===== src/rtl/tlb_pkg.sv =====
package tlb_pkg;
  typedef enum logic [1:0] {
    PG_SEC   = 2'b00,
    PG_LARGE = 2'b01,
    PG_SMALL = 2'b10,
    PG_TINY  = 2'b11
  } pg_kind_e;

  // number of offset bits kept from the request address for each page kind
  function automatic int pg_shift(pg_kind_e k);
    case (k)
      PG_SEC:   pg_shift = 20;
      PG_LARGE: pg_shift = 16;
      PG_SMALL: pg_shift = 12;
      default:  pg_shift = 10;
    endcase
  endfunction
endpackage


===== src/rtl/tlb_entry.sv =====
module tlb_entry
  import tlb_pkg::*;
#(
  parameter int VT_W   = 14,
  parameter int PT_W   = 22,
  parameter int MIN_PG = 10
) (
  input  logic            clk,
  input  logic            rst_n,
  input  logic            load,
  input  logic [VT_W-1:0] ld_vtag,
  input  pg_kind_e        ld_kind,
  input  logic [PT_W-1:0] ld_ptag,
  input  logic [1:0]      ld_ap,
  input  logic            ld_pres,
  input  logic            flush_all,
  input  logic            flush_one,
  input  logic [VT_W-1:0] flush_vtag,
  input  logic [VT_W-1:0] lk_vtag,
  output logic            hit,
  output logic            valid_o,
  output logic [VT_W-1:0] vtag_o,
  output pg_kind_e        kind_o,
  output logic [PT_W-1:0] ptag_o,
  output logic [1:0]      ap_o,
  output logic            pres_o
);
  logic [VT_W-1:0] cmp_mask;
  logic            kill, live;

  always_comb begin
    for (int i = 0; i < VT_W; i++)
      cmp_mask[i] = ((i + MIN_PG) >= pg_shift(kind_o));
  end

  assign kill = (flush_all && !pres_o) ||
                (flush_one && (((flush_vtag ^ vtag_o) & cmp_mask) == '0));
  assign live = valid_o && !kill;
  assign hit  = live && (((lk_vtag ^ vtag_o) & cmp_mask) == '0);

  always_ff @(posedge clk) begin
    if (!rst_n) begin
      valid_o <= 1'b0;
      vtag_o  <= '0;
      kind_o  <= PG_SEC;
      ptag_o  <= '0;
      ap_o    <= '0;
      pres_o  <= 1'b0;
    end else if (load) begin
      valid_o <= 1'b1;
      vtag_o  <= ld_vtag;
      kind_o  <= ld_kind;
      ptag_o  <= ld_ptag;
      ap_o    <= ld_ap;
      pres_o  <= ld_pres;
    end else begin
      valid_o <= live;
    end
  end
endmodule


===== src/rtl/tlb_victim.sv =====
module tlb_victim #(
  parameter int ENTRIES = 32,
  parameter int LFSR_W  = 16,
  localparam int IDX_W  = $clog2(ENTRIES)
) (
  input  logic             clk,
  input  logic             rst_n,
  input  logic [IDX_W-1:0] lock_base,
  output logic [IDX_W-1:0] victim
);
  logic [LFSR_W-1:0]  lfsr;
  logic [IDX_W:0]     span;
  logic [2*IDX_W:0]   prod;
  logic [IDX_W:0]     sum;

  // maximal-length Fibonacci taps 16,14,13,11
  always_ff @(posedge clk) begin
    if (!rst_n) lfsr <= {{(LFSR_W-1){1'b0}}, 1'b1};
    else        lfsr <= {lfsr[LFSR_W-2:0], lfsr[15] ^ lfsr[13] ^ lfsr[12] ^ lfsr[10]};
  end

  // scale a random index into [lock_base, ENTRIES-1]
  assign span   = (IDX_W+1)'(ENTRIES) - {1'b0, lock_base};
  assign prod   = (2*IDX_W+1)'(lfsr[IDX_W-1:0]) * (2*IDX_W+1)'(span);
  assign sum    = {1'b0, lock_base} + prod[2*IDX_W:IDX_W];
  assign victim = sum[IDX_W-1:0];
endmodule


===== src/rtl/tlb_lockable.sv =====
module tlb_lockable
  import tlb_pkg::*;
#(
  parameter int ENTRIES = 32,
  parameter int VA_W    = 24,
  parameter int PA_W    = 32,
  parameter int MIN_PG  = 10,
  parameter int LFSR_W  = 16,
  localparam int IDX_W  = $clog2(ENTRIES),
  localparam int VT_W   = VA_W - MIN_PG,
  localparam int PT_W   = PA_W - MIN_PG
) (
  input  logic             clk,
  input  logic             rst_n,
  input  logic             req_valid,
  output logic             req_ready,
  input  logic [VA_W-1:0]  req_vaddr,
  output logic             rsp_valid,
  input  logic             rsp_ready,
  output logic             rsp_hit,
  output logic [PA_W-1:0]  rsp_paddr,
  output logic [1:0]       rsp_ap,
  input  logic [IDX_W-1:0] lock_base,
  input  logic             ptr_load,
  input  logic [IDX_W-1:0] ptr_value,
  input  logic             ent_wr,
  input  logic             fill_en,
  input  logic [VT_W-1:0]  ent_vtag,
  input  logic [1:0]       ent_kind,
  input  logic [PT_W-1:0]  ent_ptag,
  input  logic [1:0]       ent_ap,
  input  logic             ent_pres,
  input  logic             ent_rd,
  output logic             rd_valid,
  output logic [VT_W-1:0]  rd_vtag,
  output logic [1:0]       rd_kind,
  output logic [PT_W-1:0]  rd_ptag,
  output logic [1:0]       rd_ap,
  output logic             rd_pres,
  input  logic             flush_all,
  input  logic             flush_one,
  input  logic [VT_W-1:0]  flush_vtag
);
  logic [IDX_W-1:0] vptr, victim;
  logic [ENTRIES-1:0] hit_vec, valid_vec, pres_vec, load_vec;
  logic [VT_W-1:0]  s_vtag [ENTRIES];
  pg_kind_e         s_kind [ENTRIES];
  logic [PT_W-1:0]  s_ptag [ENTRIES];
  logic [1:0]       s_ap   [ENTRIES];
  logic [VT_W-1:0]  lk_vtag;
  logic             ld_pres;

  assign lk_vtag = req_vaddr[VA_W-1:MIN_PG];
  assign ld_pres = ent_wr ? ent_pres : 1'b0;

  tlb_victim #(.ENTRIES(ENTRIES), .LFSR_W(LFSR_W)) u_victim (
    .clk(clk), .rst_n(rst_n), .lock_base(lock_base), .victim(victim)
  );

  for (genvar g = 0; g < ENTRIES; g++) begin : g_slot
    assign load_vec[g] = ent_wr ? (vptr == IDX_W'(g)) : (fill_en && victim == IDX_W'(g));
    tlb_entry #(.VT_W(VT_W), .PT_W(PT_W), .MIN_PG(MIN_PG)) u_entry (
      .clk(clk), .rst_n(rst_n), .load(load_vec[g]),
      .ld_vtag(ent_vtag), .ld_kind(pg_kind_e'(ent_kind)), .ld_ptag(ent_ptag),
      .ld_ap(ent_ap), .ld_pres(ld_pres),
      .flush_all(flush_all), .flush_one(flush_one), .flush_vtag(flush_vtag),
      .lk_vtag(lk_vtag), .hit(hit_vec[g]), .valid_o(valid_vec[g]),
      .vtag_o(s_vtag[g]), .kind_o(s_kind[g]), .ptag_o(s_ptag[g]),
      .ap_o(s_ap[g]), .pres_o(pres_vec[g])
    );
  end

  // one-hot merge of the matching slot
  logic [PT_W-1:0] m_ptag;
  logic [1:0]      m_kind, m_ap;
  logic [PA_W-1:0] m_pa, full_pt, va_ext;
  always_comb begin
    m_ptag = '0;
    m_kind = '0;
    m_ap   = '0;
    for (int i = 0; i < ENTRIES; i++) begin
      if (hit_vec[i]) begin
        m_ptag |= s_ptag[i];
        m_kind |= s_kind[i];
        m_ap   |= s_ap[i];
      end
    end
    full_pt = {m_ptag, {MIN_PG{1'b0}}};
    va_ext  = PA_W'(req_vaddr);
    for (int b = 0; b < PA_W; b++)
      m_pa[b] = (b < pg_shift(pg_kind_e'(m_kind))) ? va_ext[b] : full_pt[b];
  end

  assign req_ready = !rsp_valid || rsp_ready;

  always_ff @(posedge clk) begin
    if (!rst_n) begin
      rsp_valid <= 1'b0;
      rsp_hit   <= 1'b0;
      rsp_paddr <= '0;
      rsp_ap    <= '0;
    end else if (req_valid && req_ready) begin
      rsp_valid <= 1'b1;
      rsp_hit   <= |hit_vec;
      rsp_paddr <= (|hit_vec) ? m_pa : '0;
      rsp_ap    <= (|hit_vec) ? m_ap : 2'b00;
    end else if (rsp_ready) begin
      rsp_valid <= 1'b0;
    end
  end

  always_ff @(posedge clk) begin
    if (!rst_n) vptr <= '0;
    else if (ptr_load) vptr <= ptr_value;
  end

  always_ff @(posedge clk) begin
    if (!rst_n) begin
      rd_valid <= 1'b0;
      rd_vtag  <= '0;
      rd_kind  <= '0;
      rd_ptag  <= '0;
      rd_ap    <= '0;
      rd_pres  <= 1'b0;
    end else if (ent_rd) begin
      rd_valid <= valid_vec[vptr];
      rd_vtag  <= s_vtag[vptr];
      rd_kind  <= s_kind[vptr];
      rd_ptag  <= s_ptag[vptr];
      rd_ap    <= s_ap[vptr];
      rd_pres  <= pres_vec[vptr];
    end
  end
endmodule


===== config.mk =====
export PLATFORM = sky130hd
export DESIGN_NAME = tlb_lockable
export DESIGN_NICKNAME = d
export VERILOG_FILES = /design/src/rtl/tlb_pkg.sv /design/src/rtl/tlb_entry.sv /design/src/rtl/tlb_victim.sv /design/src/rtl/tlb_lockable.sv
export SDC_FILE = /design/constraint.sdc
export NUM_CORES = 2
export LEC_CHECK = 0
export BUFFER_PORTS_ARGS = -buffer_cell sky130_fd_sc_hd__buf_2
export CORE_MARGIN = 2
export CORE_UTILIZATION = 50
export DETAILED_ROUTE_END_ITERATION = 7
export GPL_ROUTABILITY_DRIVEN = 0
export PLACE_DENSITY_LB_ADDON = 0.1
export REMOVE_ABC_BUFFERS = 1
export SLEW_MARGIN = 10
export SYNTH_ARGS = -nofsm -noshare
export SYNTH_HDL_FRONTEND = slang
export SYNTH_SLANG_ARGS = --single-unit

===== constraint.sdc =====
create_clock -name clk -period 8.3 [get_ports clk]
set_clock_uncertainty 0.15 [all_clocks]
set_input_delay 1.245 -clock clk [delete_from_list [all_inputs] [get_ports clk]]
set_output_delay 1.245 -clock clk [all_outputs]
set_load 0.1 [all_outputs]

==> results.cfg <==
[yosys]
async_reset_ff_share_pct = 0
synth_edf_count = 0
yosysWarnings = 0
syn_area_um2 = 75400
yosysUniqueCellTypes = 87
syn_inst = 8029
ys_seq_area_share_pct = 38.3
synth_top_area_share_pct = 38.3
synth.area.top_cells = dfxtp_1, mux4_2, o21ai_0, nand3_1, xnor2_1
synth_area_per_cell_um2 = 9.39
synthFlopType = dfxtp_1
yosys.area.top_type = dfxtp_1
synth_seq_cells = 1443

[floorplanning]
rows = 142
die_x_um = 392
core_um2 = 150000
io-pin-count = 178
dieHeight_um = 392
dieArea_um2 = 154000
floorplan.initialDensity_pct = 50.3

[routing]
wl_met2_um = 134000
top_layer_used = met5
detail_route.wl_per_cell_um = 31.4
dr_wl_met3_um = 32700
dr.first_iter.drc_count = 8430
first_pass_iters = 8
vias_per_cell = 6.83
final_antenna_net_count = 0
wirelength_um = 309000
vias = 67283
drc = 11
routedLengthMet1_um = 116000

[sta]
setup_tns_ns = 0
min_period_ns = 7.18
hold_viol = 0
fmax_mhz = 139
setup_violations = 0
period_share_pct = 86.5
rsz0062_at_grt = false
setup_slack_ns = 1.12
worst_pin_slew_ns = 1.28
slew_headroom_pct = 13.8
final-max-slew-violation-count = 0

[clock_tree]
htreeDepth = 4
clock_sinks = 1443
cts_buffers = 159
hold_buffers = 0
post-cts-setup-buffers = 0
cts.clk_slew.worst_paths_ns = 0.06
clkLatencyLatePin_ns = 0.84
cts.path.max_buffers = 3
root_buffer = clkbuf_16
cts_tree = built
cts_resized = 0

[critical_path]
cp.buffers_inverters = 6
reg2reg_to = g_slot[17].u_entry.ptag_o[17]
cpPeakStageDelay_ns = 0.89
cp_top_family = adder cells
startpoint_type = primary input
r2r-start = u_victim.lfsr[4]
end_kind = flop
rrSetupSlack_ns = 1.78
worstSetupPathType = in -> reg
slowest_stage = nor3_1
cp_data_required_time_ns = 8.81
cp.arrival_ns = 7.69
reg2regPathDepth = 22
critical_path.max_fanout = 48

[hold_path]
hold_class = reg -> reg
worstHoldStart = u_victim.lfsr[5]
hold_path_depth = 1
worstHoldEndpoint = u_victim.lfsr[6]

[grt]
antenna_found_initial = 10
track_usage_pct = 39.3
grt_overflow_total = 0
grt_max_degree = 194
grt_pass1_vias = 63358
grt_pass1_wl_um = 444000

[power_and_ir_drop]
vdd_drop_max_v = 0.000221
p_per_area_nw_per_um2 = 195
leakage_nw = 28.7

[finish]
drive_gt1_share_pct = 15.0
syn_to_final_growth_pct = 10.4
fin_area_um2 = 83200
finalCoreUtilization_pct = 55.6
final_nets = 7831

[placed_design]
placed_area_um2 = 77800
place_ws_ns = 0.379
place_hpwl_um = 192000
io_buffers = 177

[outcome]
status = complete, but fails checks
failed_checks = DRC

[job]
max_cap_violations = 0
==> how the worst max path moves through the flow <==
stage	depth (start not counted)	slack (ns)	to	from
5_1_grt	26	0.64	g_slot[17].u_entry.vtag_o[0]	lock_base[0]
2_1_floorplan	4	-9.08	g_slot[8].u_entry.valid_o	vptr[0]
3_3_place_gp	26	0.37	g_slot[17].u_entry.ptag_o[14]	lock_base[0]
4_1_cts	26	1.23	g_slot[17].u_entry.vtag_o[0]	lock_base[0]
6_report	26	1.12	g_slot[17].u_entry.ptag_o[17]	lock_base[0]
3_5_place_dp	26	0.38	g_slot[23].u_entry.ptag_o[17]	lock_base[0]
==> cell usage in the layout (no fill, tap or decap), drive strengths merged, types with 126 or more instances in the layout <==
master     n
a22oi    126
buf      401
clkbuf   220
dfxtp   1443
mux4     420
nand2    234
nand3   1363
o21ai   1413
xnor2    553
xor2     363
==> synth_stat cells (9+ instances only) <==
library cell	n
dfxtp_1	1443
o21ai_0	1412
nand3_1	1363
clkbuf_1	554
xnor2_1	553
mux4_2	420
xor2_1	361
nand2_1	233
buf_1	201
a22oi_1	126
a22o_1	122
a221oi_1	119
nand4_1	103
nor4_1	82
nor2_1	76
and2_1	72
buf_2	72
a21boi_0	54
mux2i_1	51
inv_1	50
o211a_1	47
a41oi_1	45
nor3_1	44
buf_4	40
o21a_1	28
a21oi_1	25
a222oi_1	25
ha_1	21
a21boi_1	20
buf_6	20
nor2b_1	19
a2111oi_2	15
a41o_1	15
o31ai_1	14
a32oi_1	12
or4_1	12
fa_1	11
nand2b_1	11
o32ai_1	9
==> worst reg2reg max path: stages (launching register included) <==
cell and delay (ns):
dfxtp_1 0.45, nand2_1 0.13, fa_1 0.52, fa_1 0.52
fa_1 0.54, inv_1 0.04, ha_1 0.28, a21oi_1 0.28
nor2_1 0.07, nor2_1 0.16, xnor2_1 0.17, inv_1 0.08
fa_1 0.46, inv_1 0.08, a21o_1 0.10, a21oi_1 0.07
xnor2_1 0.27, xnor2_1 0.21, nor3_1 0.89, a22oi_2 0.31
buf_12 0.29, nand3_1 0.23, o21ai_0 0.08
==> report_power, final <==
group | switching, mW | internal, mW
logic | 1.12 | 0.524
clock network | 3.16 | 4.22
registers | 0.168 | 7.06
total | 4.45 | 11.8
==> per-layer routing <==
metal	vias to the layer above	GRT usage, %
met1	32639	49.1
met4	4	28.3
met5	-	0.447
met3	1250	9.06
li1	29128	-
met2	4262	59.6
==> flip-flops by register name (all words and copies together) (netlist names) <==
signal and cells:
g_slot.u_entry.ap_o 64, g_slot.u_entry.kind_o 64, g_slot.u_entry.pres_o 32, g_slot.u_entry.ptag_o 704
g_slot.u_entry.valid_o 32, g_slot.u_entry.vtag_o 448, rd_ap 2, rd_kind 2
rd_pres 1, rd_ptag 22, rd_valid 1, rd_vtag 14
rsp_ap 2, rsp_hit 1, rsp_paddr 32, rsp_valid 1
u_victim.lfsr 16, vptr 5
==> layout make-up <==
type                    instances  area [um^2]
diodes                          3         7.51
multi-input cells            5645        43000
clock inverters                70          895
fillers                     13292        66500
well taps                    2016         2520
repair buffers                401         3230
inverters                      50          188
clock buffers                 220         4520
flip-flops and latches       1443        28900
==> kinds of logic (layout without fill, tap and decap cells) <==
logic type,count (synthesis),in the layout,synth area share [%]
DFF,1443,1443,38.3
xor gates and xnor gates,916,916,10.7
other,0,3,0
and+or+nand+nor,2066,2066,14.0
buffers and inverters,941,741,5.28
AOI/OAI and AO/OA,2160,2160,17.9
adders and majority gates,32,32,0.641
muxes,471,471,13.2
==> stage by stage <==
| stage | total power, mW | hold slack (ns) | std cells |
|---|---|---|---|
| finish | 16.3 | 0.279 | 9848 |
| global route | 16.7 | 0.294 | 9845 |
| CTS | 16.3 | 0.280 | 9845 |
| detailed placement | 8.98 | 0.268 | 9555 |
| global placement | 8.96 | 0.263 | 9555 |
| floorplan | 8.26 | 0.262 | 7138 |
Power figures use the tool's default switching activity.
